## src/rtl/sar_emu_pkg.sv

```systemverilog
package sar_emu_pkg;

  typedef enum logic [1:0] {
    PH_IDLE = 2'd0,
    PH_CONV = 2'd1,
    PH_READ = 2'd2
  } phase_e;

  // Effective conversion length: a zero count still takes one edge.
  function automatic logic [15:0] eff_len(input logic [15:0] n);
    return (n == 16'd0) ? 16'd1 : n;
  endfunction

endpackage

```

## src/rtl/sar_edge_det.sv

```systemverilog
module sar_edge_det #(
  parameter bit RISE = 1'b1
) (
  input  logic clk,
  input  logic rst_n,
  input  logic d,
  output logic pulse
);
  logic d_q;

  always_ff @(posedge clk or negedge rst_n) begin
    if (!rst_n) d_q <= 1'b0;
    else        d_q <= d;
  end

  generate
    if (RISE) begin : g_rise
      assign pulse = d & ~d_q;
    end else begin : g_fall
      assign pulse = ~d & d_q;
    end
  endgenerate
endmodule

```

## src/rtl/sar_conv_timer.sv

```systemverilog
module sar_conv_timer #(
  parameter int CW = 16
) (
  input  logic          clk,
  input  logic          rst_n,
  input  logic          start,
  input  logic [CW-1:0] cycles,
  output logic          busy,
  output logic          done
);
  logic [CW-1:0] cnt;

  always_ff @(posedge clk or negedge rst_n) begin
    if (!rst_n) begin
      cnt  <= '0;
      busy <= 1'b0;
    end else if (start) begin
      cnt  <= (cycles == '0) ? CW'(1) : cycles;
      busy <= 1'b1;
    end else if (busy) begin
      if (cnt == CW'(1)) busy <= 1'b0;
      else               cnt  <= cnt - CW'(1);
    end
  end

  assign done = busy && (cnt == CW'(1));
endmodule

```

## src/rtl/sar_shift_out.sv

```systemverilog
module sar_shift_out #(
  parameter int DW = 18,
  localparam int IW = $clog2(DW + 2)
) (
  input  logic          clk,
  input  logic          rst_n,
  input  logic          load,
  input  logic [DW-1:0] din,
  input  logic          advance,
  output logic          bit_out,
  output logic          last_fall,
  output logic [IW-1:0] falls
);
  localparam logic [IW-1:0] LAST = IW'(DW);

  logic [DW-1:0] word;
  logic [IW-1:0] pos;

  always_ff @(posedge clk or negedge rst_n) begin
    if (!rst_n) begin
      word  <= '0;
      falls <= '0;
    end else if (load) begin
      word  <= din;
      falls <= '0;
    end else if (advance && falls <= LAST) begin
      falls <= falls + IW'(1);
    end
  end

  assign pos       = LAST - falls;
  assign bit_out   = (falls == '0 || falls > LAST) ? 1'b0 : word[pos];
  assign last_fall = advance && (falls == LAST);
endmodule

```

## src/rtl/sar_sdo_emu.sv

```systemverilog
module sar_sdo_emu #(
  parameter int DW = 18,
  parameter int CW = 16,
  localparam int IW = $clog2(DW + 2)
) (
  input  logic          clk,
  input  logic          rst_n,
  input  logic          cnv,
  input  logic          sck,
  input  logic [CW-1:0] conv_cycles,
  input  logic [DW-1:0] sample,
  output logic          sdo,
  output logic          sdo_oe,
  output logic          missed
);
  import sar_emu_pkg::*;

  phase_e        phase;
  logic          cnv_rise;
  logic          sck_fall;
  logic          conv_start;
  logic          conv_busy;
  logic          conv_done;
  logic          read_adv;
  logic          read_last;
  logic          shift_bit;
  logic [IW-1:0] fall_cnt;

  sar_edge_det #(.RISE(1'b1)) u_cnv_edge (
    .clk(clk), .rst_n(rst_n), .d(cnv), .pulse(cnv_rise)
  );

  sar_edge_det #(.RISE(1'b0)) u_sck_edge (
    .clk(clk), .rst_n(rst_n), .d(sck), .pulse(sck_fall)
  );

  assign conv_start = cnv_rise && !conv_busy;

  sar_conv_timer #(.CW(CW)) u_timer (
    .clk(clk), .rst_n(rst_n), .start(conv_start), .cycles(conv_cycles),
    .busy(conv_busy), .done(conv_done)
  );

  assign read_adv = sck_fall && (phase == PH_READ);

  sar_shift_out #(.DW(DW)) u_shift (
    .clk(clk), .rst_n(rst_n), .load(conv_start), .din(sample),
    .advance(read_adv), .bit_out(shift_bit), .last_fall(read_last),
    .falls(fall_cnt)
  );

  always_ff @(posedge clk or negedge rst_n) begin
    if (!rst_n) begin
      phase  <= PH_IDLE;
      missed <= 1'b0;
    end else if (conv_start) begin
      phase  <= PH_CONV;
      missed <= 1'b0;
    end else begin
      unique case (phase)
        PH_CONV: if (conv_done) begin
          if (cnv) begin
            phase  <= PH_IDLE;
            missed <= 1'b1;
          end else begin
            phase <= PH_READ;
          end
        end
        PH_READ: if (read_last) phase <= PH_IDLE;
        default: phase <= PH_IDLE;
      endcase
    end
  end

  assign sdo_oe = (phase == PH_READ);
  assign sdo    = sdo_oe && shift_bit;
endmodule

```

## config.mk

```make
export PLATFORM = sky130hd
export DESIGN_NAME = sar_sdo_emu
export DESIGN_NICKNAME = d
export VERILOG_FILES = /design/src/rtl/sar_emu_pkg.sv /design/src/rtl/sar_edge_det.sv /design/src/rtl/sar_conv_timer.sv /design/src/rtl/sar_shift_out.sv /design/src/rtl/sar_sdo_emu.sv
export SDC_FILE = /design/constraint.sdc
export NUM_CORES = 1
export LEC_CHECK = 0
export BUFFER_PORTS_ARGS = -buffer_cell sky130_fd_sc_hd__buf_2
export CORE_ASPECT_RATIO = 1.4
export CORE_MARGIN = 3
export CORE_UTILIZATION = 56
export DETAILED_ROUTE_END_ITERATION = 8
export PLACE_DENSITY = 0.81
export SYNTH_ARGS = -nofsm -noshare
export SYNTH_HDL_FRONTEND = slang
export SYNTH_SLANG_ARGS = --single-unit
```

## constraint.sdc

```tcl
create_clock -name clk -period 3.1 [get_ports clk]
set_clock_uncertainty 0.2 [all_clocks]
set_input_delay 0.62 -clock clk [delete_from_list [all_inputs] [get_ports clk]]
set_output_delay 0.62 -clock clk [all_outputs]
set_load 0.01 [all_outputs]
```

==> metrics.txt <==
unique cell type count in the Yosys netlist 53; number of enable flip-flop cells after synthesis 0; antenna-violating nets left 0; Non-Filler Instances 367; Top Ports 41; Max Fclk 0.3409 GHz; Core Area 0.004274 mm²; Layout area overhead 12.78%; Die ar. 0.005308 mm²; routed vias just over 2000; Startpoint Class flip-flop; synthesized net count about 310; DRC viols 0; required time worst endpoint 2280 ps; hold buffer count at cts 0; TritonCTS Buffers 5; initial antenna violation count 0; multi-input logic area between 0.001 and 0.0015 mm²; Clock Latency Late Sink roughly 300 ps; post-synthesis mux area share 4.459%; total gr overflow 0; outcome complete, no violations; Mapped Avg Cell Area 9.250 µm²; post-cts sizing count 0; dpl hpwl 3794 µm; final setup TNS 0 ps; Post-CTS Repair Setup Buffers 0; xor/xnor share of the synthesized area approximately 3.9%; complex-gate fraction of the synthesized area 11.22%; P_leak about 1.3 nW; Pre-Repair DR Iteration Count 4; area leader, netlist dfrtp_1; Synth warnings 0; RSZ-0062 raised after global routing no; area share of the largest cell type after synthesis 45.09%; share of cells above drive strength 1 21.17%; vias in the first global route between 2000 and 2500; nets 350; Die Width 62.44 µm; final WL ~5400 µm; Hold WC Path Type primary input to flip-flop; post-synthesis simple-gate area fraction 28.56%; final hold viol count 0; CTS clk-pin slew, worst paths 80 ps; asr flop ratio synth 100.0%; H-tree depth 2; Arr. time, crit path approximately 2100 ps; first-pass GRT wire length approximately 9400 µm; worst setup path category flip-flop to output pin; final setup vio count 0; Final period util 94.62%; largest family of logic cells by synthesized area simple AND/OR/NAND/NOR gates; PD cells around 590 mW/mm²; Max Cap Viol 0; dpl cells 360; fin. max-slew vios 0; Most used DFF post-synth dfrtp_1; Starting DRT DRC Count 57; diode count 0; filler cell count 382; total power between 1.5 and 2 mW; register area roughly 0.0011 mm²; Worst-Margin Slew 1019 ps; clk sink count 45; #FFs+latches synth 45; vias per inst roughly 5.6; worst rel slew slack 32.07%; port bufs 40; CTS Buffer Depth 2; mapped cell area 0.002497 mm²; Critical Path End Type output pin; CP Max Fanout 7; # rows 28; largest net degree at the start of global routing between 40 and 50; Min Clock Period, post-route 2933 ps; Mapped Cells 270; register area share after synthesis 45.09%; Chip Height 85.02 µm; starting density of the core 58.43%; CTS tree done; Worst VDD drop 369.2 µV; per-cell routed wire length 14.68 µm; Synth area leaders dfrtp_1, nand2_1, mux4_2; Total GRT Usage 21.96%; post-synthesis adder-cell area fraction 2.505%; Placer Congestion 0.8791; Clock Root Buffer clkbuf_8
[cell usage in the layout, fill, tap and decap left out, types with 4 or more instances in the layout]
| cell type | n |
|---|---|
| nand3_1 | 11 |
| ha_1 | 4 |
| nor3_1 | 8 |
| xnor2_1 | 6 |
| clkbuf_8 | 6 |
| a21oi_1 | 11 |
| o21ai_0 | 5 |
| nor4_1 | 6 |
| nor2_1 | 18 |
| mux4_2 | 4 |
| inv_1 | 9 |
| xor2_1 | 5 |
| nand2_1 | 68 |
| dfrtp_1 | 44 |
| a211oi_1 | 4 |
| buf_2 | 40 |
[critical path, stage by stage (launching register included)]
cell     delay [ps]
dfrtp_2         450
inv_1           130
ha_2            330
mux4_2          230
mux2i_1          60
or3_1           310
a31oi_1         160
buf_2           150
[cell usage after synthesis (2+ instances only)]
master / count
nor2_1: 18
o221a_1: 2
nand2_1: 68
nand4_1: 2
xor2_1: 5
nand3_1: 11
o21ai_0: 5
a32oi_1: 2
and3_1: 2
a211oi_1: 4
nor4_1: 6
buf_2: 2
and4_1: 2
dfrtp_1: 45
nor2b_1: 3
inv_1: 9
nand2b_1: 3
nor3b_1: 4
clkbuf_1: 7
ha_1: 5
mux4_2: 4
a31oi_1: 3
o211ai_1: 2
or3_1: 3
nor3_1: 8
xnor2_1: 6
buf_6: 3
a21oi_1: 11
[area by class of cell]
class                   instances  area share, %
clock buffers                   7          3.065
multi-input cells             203          45.14
repair buffers                 43          7.908
flip-flops and latches         45          40.03
inverters                       9          1.199
well taps                      60          2.665
[power by group]
| group | switching, mW | internal, mW | leakage (nW) | total [mW] |
|---|---|---|---|---|
| combinational | 0.200 | 0.213 | 0.690 | 0.413 |
| clock | 0.191 | 0.177 | 0.0443 | 0.369 |
| sequential | 0.158 | 0.732 | 0.557 | 0.890 |
| total | 0.550 | 1.12 | 1.29 | 1.67 |
[per-stage QoR]
step	worst slack [ps]	cell area, µm²	utilization, %	hold WS, ps
floorplan	431.4	2497	-	124.4
global placement	429.4	2726	63.79	253.9
detailed placement	350.6	2726	63.79	262.3
CTS	36.42	2813	65.81	227.9
global route	11.52	2816	65.90	223.9
finish	166.8	2816	65.90	233.8
[routing by layer]
layer,vias up,GRT usage (%),share of wire (%)
met3,12,4.901,4.2
met2,51,38.25,52
met4,0,9.839,2.4
met5,-,0,0
met1,980,25.83,41
li1,1016,-,-
[cell families after synthesis]
| kind of cell | count (synthesis) |
|---|---|
| compound gates | 39 |
| xor+xnor | 11 |
| fa+ha+maj | 5 |
| buf+inv | 22 |
| flops | 45 |
| mux | 6 |
| simple gates | 142 |
[final timing paths]
check	from	to	slack, ps	cells after the start
max	u_shift.falls[0]	sdo	170	7
min	sck	u_sck_edge.d_q	230	1
max reg2reg	u_timer.cnt[1]	u_timer.cnt[12]	610	7
min reg2reg	u_shift.word[5]	u_shift.word[5]	280	2
max in group asynchronous	rst_n	u_shift.falls[0]	1710	1
min in group asynchronous	rst_n	u_shift.word[0]	290	1
[sequential cells by signal, summed over array words and instances, names as in the netlist]
signal,count
missed,1
phase,2
u_cnv_edge.d_q,1
u_sck_edge.d_q,1
u_shift.falls,5
u_shift.word,18
u_timer.busy,1
u_timer.cnt,16
Power figures use the tool's default switching activity.
